## src/rtl/tvg_pkg.sv

```systemverilog
package tvg_pkg;
  typedef enum logic [1:0] {
    GATE_IDLE  = 2'd0,
    GATE_ARMED = 2'd1,
    GATE_RUN   = 2'd2
  } gate_state_t;
endpackage

```

## src/rtl/tvg_strobe_delay.sv

```systemverilog
// Fixed-depth delay line for the front-end strobe. Gives the aligned tap and
// the tap one stage earlier, which tells whether the next word is active.
module tvg_strobe_delay #(
  parameter int DEPTH = 15
) (
  input  logic clk,
  input  logic rst,
  input  logic strobe_in,
  output logic cur,
  output logic nxt
);
  logic [DEPTH-1:0] sr;

  generate
    if (DEPTH == 1) begin : g_single
      always_ff @(posedge clk) begin
        if (rst) sr <= '0;
        else     sr <= strobe_in;
      end
      assign nxt = strobe_in;
    end else begin : g_chain
      always_ff @(posedge clk) begin
        if (rst) sr <= '0;
        else     sr <= {sr[DEPTH-2:0], strobe_in};
      end
      assign nxt = sr[DEPTH-2];
    end
  endgenerate

  assign cur = sr[DEPTH-1];
endmodule

```

## src/rtl/tvg_edge_detect.sv

```systemverilog
module tvg_edge_detect (
  input  logic clk,
  input  logic rst,
  input  logic level_in,
  output logic rise
);
  logic level_q;

  always_ff @(posedge clk) begin
    if (rst) level_q <= 1'b0;
    else     level_q <= level_in;
  end

  assign rise = level_in & ~level_q;
endmodule

```

## src/rtl/tvg_burst_gate.sv

```systemverilog
// Per-macro-pulse gate: arms on a trigger, opens on a burst start and closes
// after the captured number of complete bursts.
module tvg_burst_gate
  import tvg_pkg::*;
#(
  parameter int CW = 16
) (
  input  logic          clk,
  input  logic          rst,
  input  logic          cur,
  input  logic          nxt,
  input  logic          trig_rise,
  input  logic [CW-1:0] budget,
  output logic          pass,
  output logic          word_last,
  output logic          busy,
  output logic [CW-1:0] count
);
  gate_state_t   st;
  logic [CW-1:0] bud_q;
  logic          cur_q;
  logic          burst_start;
  logic          final_burst;

  assign burst_start = cur & ~cur_q;
  assign word_last   = cur & ~nxt;
  assign pass        = cur & ((st == GATE_RUN) | ((st == GATE_ARMED) & burst_start));
  assign final_burst = ((count + 1'b1) == bud_q);
  assign busy        = (st != GATE_IDLE);

  always_ff @(posedge clk) begin
    if (rst) begin
      st    <= GATE_IDLE;
      bud_q <= '0;
      count <= '0;
      cur_q <= 1'b0;
    end else begin
      cur_q <= cur;
      case (st)
        GATE_IDLE: begin
          if (trig_rise && (budget != '0)) begin
            st    <= GATE_ARMED;
            bud_q <= budget;
            count <= '0;
          end
        end
        GATE_ARMED, GATE_RUN: begin
          if (pass) begin
            if (word_last) begin
              count <= count + 1'b1;
              st    <= final_burst ? GATE_IDLE : GATE_RUN;
            end else begin
              st <= GATE_RUN;
            end
          end
        end
        default: st <= GATE_IDLE;
      endcase
    end
  end
endmodule

```

## src/rtl/trig_valid_gen.sv

```systemverilog
module trig_valid_gen #(
  parameter int DW    = 16,
  parameter int CW    = 16,
  parameter int DEPTH = 15
) (
  input  logic          clk,
  input  logic          rst,
  input  logic          fe_active,
  input  logic [DW-1:0] sample_in,
  input  logic          macro_trig,
  input  logic [CW-1:0] frame_budget,
  output logic [DW-1:0] m_tdata,
  output logic          m_tvalid,
  output logic          m_tlast,
  output logic          busy,
  output logic [CW-1:0] frames_done
);
  logic cur, nxt, trig_rise, pass, word_last;

  tvg_strobe_delay #(.DEPTH(DEPTH)) u_delay (
    .clk(clk), .rst(rst), .strobe_in(fe_active), .cur(cur), .nxt(nxt)
  );

  tvg_edge_detect u_trig (
    .clk(clk), .rst(rst), .level_in(macro_trig), .rise(trig_rise)
  );

  tvg_burst_gate #(.CW(CW)) u_gate (
    .clk(clk), .rst(rst), .cur(cur), .nxt(nxt), .trig_rise(trig_rise),
    .budget(frame_budget), .pass(pass), .word_last(word_last),
    .busy(busy), .count(frames_done)
  );

  always_ff @(posedge clk) begin
    if (rst) begin
      m_tdata  <= '0;
      m_tvalid <= 1'b0;
      m_tlast  <= 1'b0;
    end else begin
      m_tdata  <= sample_in;
      m_tvalid <= pass;
      m_tlast  <= pass & word_last;
    end
  end
endmodule

```

## config.mk

```make
export PLATFORM = sky130hd
export DESIGN_NAME = trig_valid_gen
export DESIGN_NICKNAME = d
export VERILOG_FILES = /design/src/rtl/tvg_pkg.sv /design/src/rtl/tvg_strobe_delay.sv /design/src/rtl/tvg_edge_detect.sv /design/src/rtl/tvg_burst_gate.sv /design/src/rtl/trig_valid_gen.sv
export SDC_FILE = /design/constraint.sdc
export NUM_CORES = 1
export LEC_CHECK = 0
export ABC_AREA = 1
export BUFFER_PORTS_ARGS = -buffer_cell sky130_fd_sc_hd__clkbuf_2
export CORE_MARGIN = 10
export CORE_UTILIZATION = 45
export CTS_BUF_LIST = sky130_fd_sc_hd__clkbuf_8
export DETAILED_ROUTE_END_ITERATION = 10
export PLACE_DENSITY = 0.68
export SYNTH_ARGS = -nofsm -noshare
export SYNTH_HDL_FRONTEND = slang
export SYNTH_HIERARCHICAL = 1
export SYNTH_SLANG_ARGS = --single-unit
```

## constraint.sdc

```tcl
create_clock -name clk -period 2.8 [get_ports clk]
set_input_delay 0.56 -clock clk [delete_from_list [all_inputs] [get_ports clk]]
set_output_delay 0.56 -clock clk [all_outputs]
set_load 0.02 [all_outputs]
```

==> impl_metrics.env <==
export IMPL_cts_tree="yes"
export IMPL_synth_cell_types=29
export IMPL_synth_compound_area_share_pct=11.2
export IMPL_postCtsHoldBufs=0
export IMPL_yosys_area_share_simple_pct=28.7
export IMPL_final_max_slew_viol_count=0
export IMPL_grt_pass1_wl_um=12600
export IMPL_synth_xor_area_share_pct=1.94
export IMPL_die_w_um=104
export IMPL_r2r_cells=9
export IMPL_setup_tns_ns=0
export IMPL_dr_pass1_iters=5
export IMPL_hp_class="primary input to register"
export IMPL_cts_setup_buffers=0
export IMPL_drt_first_iter_violations=114
export IMPL_antenna_found_initial=0
export IMPL_grt_start_max_net_pins=50
export IMPL_cp_required_ns=3.05
export IMPL_dp_hpwl_um=5800
export IMPL_cts_made_buffers=9
export IMPL_area_growth_pct=20.8
export IMPL_yosys_warnings=6
export IMPL_final_min_clock_period_ns=2.10
export IMPL_cts_resized=0
export IMPL_postRouteWirelength_um=7680
export IMPL_synthMuxAreaShare_pct=0
export IMPL_clock_fmax_mhz=475
export IMPL_fin_worst_hold_slack_ns=0.397
export IMPL_cts_sinks=69
export IMPL_grt_pass1_vias=2816
export IMPL_grt_overflow=0
export IMPL_dieArea_sq_um=10800
export IMPL_seq_area_frac_synth_pct=43.6
export IMPL_drv_cap=0
export IMPL_num_rows=30
export IMPL_setup_viol=0
export IMPL_worstSetupPathType="register to register"
export IMPL_finalHoldViolations=0
export IMPL_fin_crit_sh_pct=75.2
export IMPL_r2r_end="u_gate/count[15]"
export IMPL_via_per_inst=4.78
export IMPL_htree_levels=3
export IMPL_synthesis_area_sq_um=3170
export IMPL_worstPathMaxFanout=31
export IMPL_synth_top_family_by_area="simple AND/OR/NAND/NOR gates"
export IMPL_crit_start="u_gate/st[0]"
export IMPL_p_leak_nw=1.79
export IMPL_gp_congestion=0.856
export IMPL_finalNetCount=546
export IMPL_drive_gt1_share_pct=20.2
export IMPL_slew_headroom_pct=72.2
export IMPL_num_antenna_cells=0
export IMPL_rsz0062_at_grt="no"
export IMPL_worst_slew_pin_slew_ns=0.417
export IMPL_worstSetupStartpointType="register"
export IMPL_skew_ns=0.00842
export IMPL_drc=0
export IMPL_r2r_setup_slack_ns=0.70
export IMPL_place_port_buffers=70
export IMPL_syn_mean_instance_area_sq_um=7.33
export IMPL_clk_latency_ns=0.34
export IMPL_io_pins=71
export IMPL_synthAdderAreaFrac_pct=2.37
export IMPL_wl_per_cell_um=12.7
export IMPL_cp_endpoint="u_gate/count[15]"
export IMPL_clockBufferDepth=2
export IMPL_min_delay_start="sample_in[4]"
export IMPL_syn_num_nets=474
export IMPL_start_util_pct=46.4
export IMPL_end_kind="register"
export IMPL_die_y_um=104
export IMPL_crit_arrival_ns=2.36
export IMPL_ys_ff_latch=69
export IMPL_power_density_nw_per_um2=925
export IMPL_vias=2889
export IMPL_status="finished, final reports clean"
export IMPL_core_area_sq_um=6830
export IMPL_timing_rr_start="u_gate/st[0]"
export IMPL_grt_total_usage_pct=13.9
export IMPL_postRouteAntennaNets=0
export IMPL_clk_pin_slew_ns=0.08
export IMPL_synthCells=432
export IMPL_cts_root_buf="clkbuf_8"
export IMPL_vdd_drop_max_mv=0.453
## layer usage
metal / wire, um / global-route usage (%) / vias to the layer above
met5: 0 / 0 / -
met4: 136 / 6.16 / 0
met3: 737 / 5.89 / 14
met2: 3330 / 21.0 / 90
met1: 3480 / 16.6 / 1270
li1: - / - / 1515
## power by group
part	switching, W	internal [W]
sequential	0.000111	0.00113
clock	0.000398	0.000596
combinational	0.000856	0.000449
## Yosys cell counts
master     n  area share (%)
xor2_1     3            0.83
nand4_1    9             1.8
ha_1       6             2.4
xnor3_4    1            0.83
nor2_1    78             9.2
a21oi_2    1            0.28
nand3_1   33             5.2
buf_2      2            0.32
o21a_1     1            0.24
nor2_2     2            0.40
dfxtp_1   69              44
nor2_4     4             1.4
a21oi_1   18             2.8
clkbuf_1   4            0.47
inv_1     73             8.7
xnor2_1    1            0.28
buf_6      4             1.4
nor4_1     1            0.20
nand2_4    1            0.36
o21ai_0    3            0.47
o21bai_1   1            0.24
buf_8      1            0.47
a211oi_1  29             6.9
nor3_1     4            0.63
nand2_1   75             8.9
buf_4      3            0.71
clkinv_1   1            0.12
a21o_1     1            0.24
nand2_2    3            0.59
## worst min path at each step
stage | end | depth (start not counted)
2_1_floorplan | u_delay/sr[10] | 2
3_3_place_gp | u_delay/sr[2] | 2
3_5_place_dp | u_delay/sr[9] | 2
4_1_cts | m_tdata[4] | 3
5_1_grt | m_tdata[4] | 3
6_report | m_tdata[4] | 3
## registers in the layout (all words and copies together), names as in the netlist
signal	cells
m_tlast	1
m_tvalid	1
u_gate/st	2
u_gate/bud_q	16
u_delay/sr	15
u_gate/cur_q	1
u_trig/level_q	1
m_tdata	16
u_gate/count	16
## cells by family (layout without fill, tap and decap cells)
group                      after synthesis  count (layout)
buffers and inverters                   88             165
DFF                                     69              69
and+or+nand+nor                        210             210
AOI/OAI and AO/OA                       54              54
adders and majority gates                6               6
xor gates and xnor gates                 5               5
## critical path, stage by stage, from the launching register on
cell and delay, ns:
dfxtp_1 0.37, inv_1 0.10, ha_1 0.31, clkinv_1 0.30, a21oi_1 0.23, a21oi_1 0.06, nand2_1 0.08, buf_4 0.29
nor2_1 0.07, a211oi_1 0.19
## cells in the final DEF (no fill, tap or decap), types with 4 or more instances in the layout
master / n
inv_1: 73
nor2_1: 78
a21oi_1: 18
dfxtp_1: 69
nand2_1: 75
buf_4: 4
nand4_1: 9
nor3_1: 4
nand3_1: 33
clkbuf_8: 9
ha_1: 6
a211oi_1: 29
clkbuf_2: 70
nor2_4: 4
## cell type report
| type | count | area, sq um |
|---|---|---|
| clock inverter | 7 | 123 |
| tap | 96 | 120 |
| timing repair buffer | 75 | 400 |
| clock buffer | 9 | 124 |
| sequential | 69 | 1380 |
| inverter | 74 | 278 |
| fill | 677 | 3010 |
| multi-input combinational | 275 | 1400 |
## metrics by stage
stage	worst slack, ns	instance area [sq um]	util (%)	power (W)	std cells
global placement	0.667	3580	52.4	0.00253	589
global route	0.492	3830	56.0	0.00379	605
detailed placement	0.631	3580	52.4	0.00255	589
CTS	0.698	3830	56.0	0.00355	605
finish	0.695	3830	56.0	0.00354	605
floorplan	1.04	3170	-	0.00223	432
No activity file was read; power rests on OpenSTA's default activity.
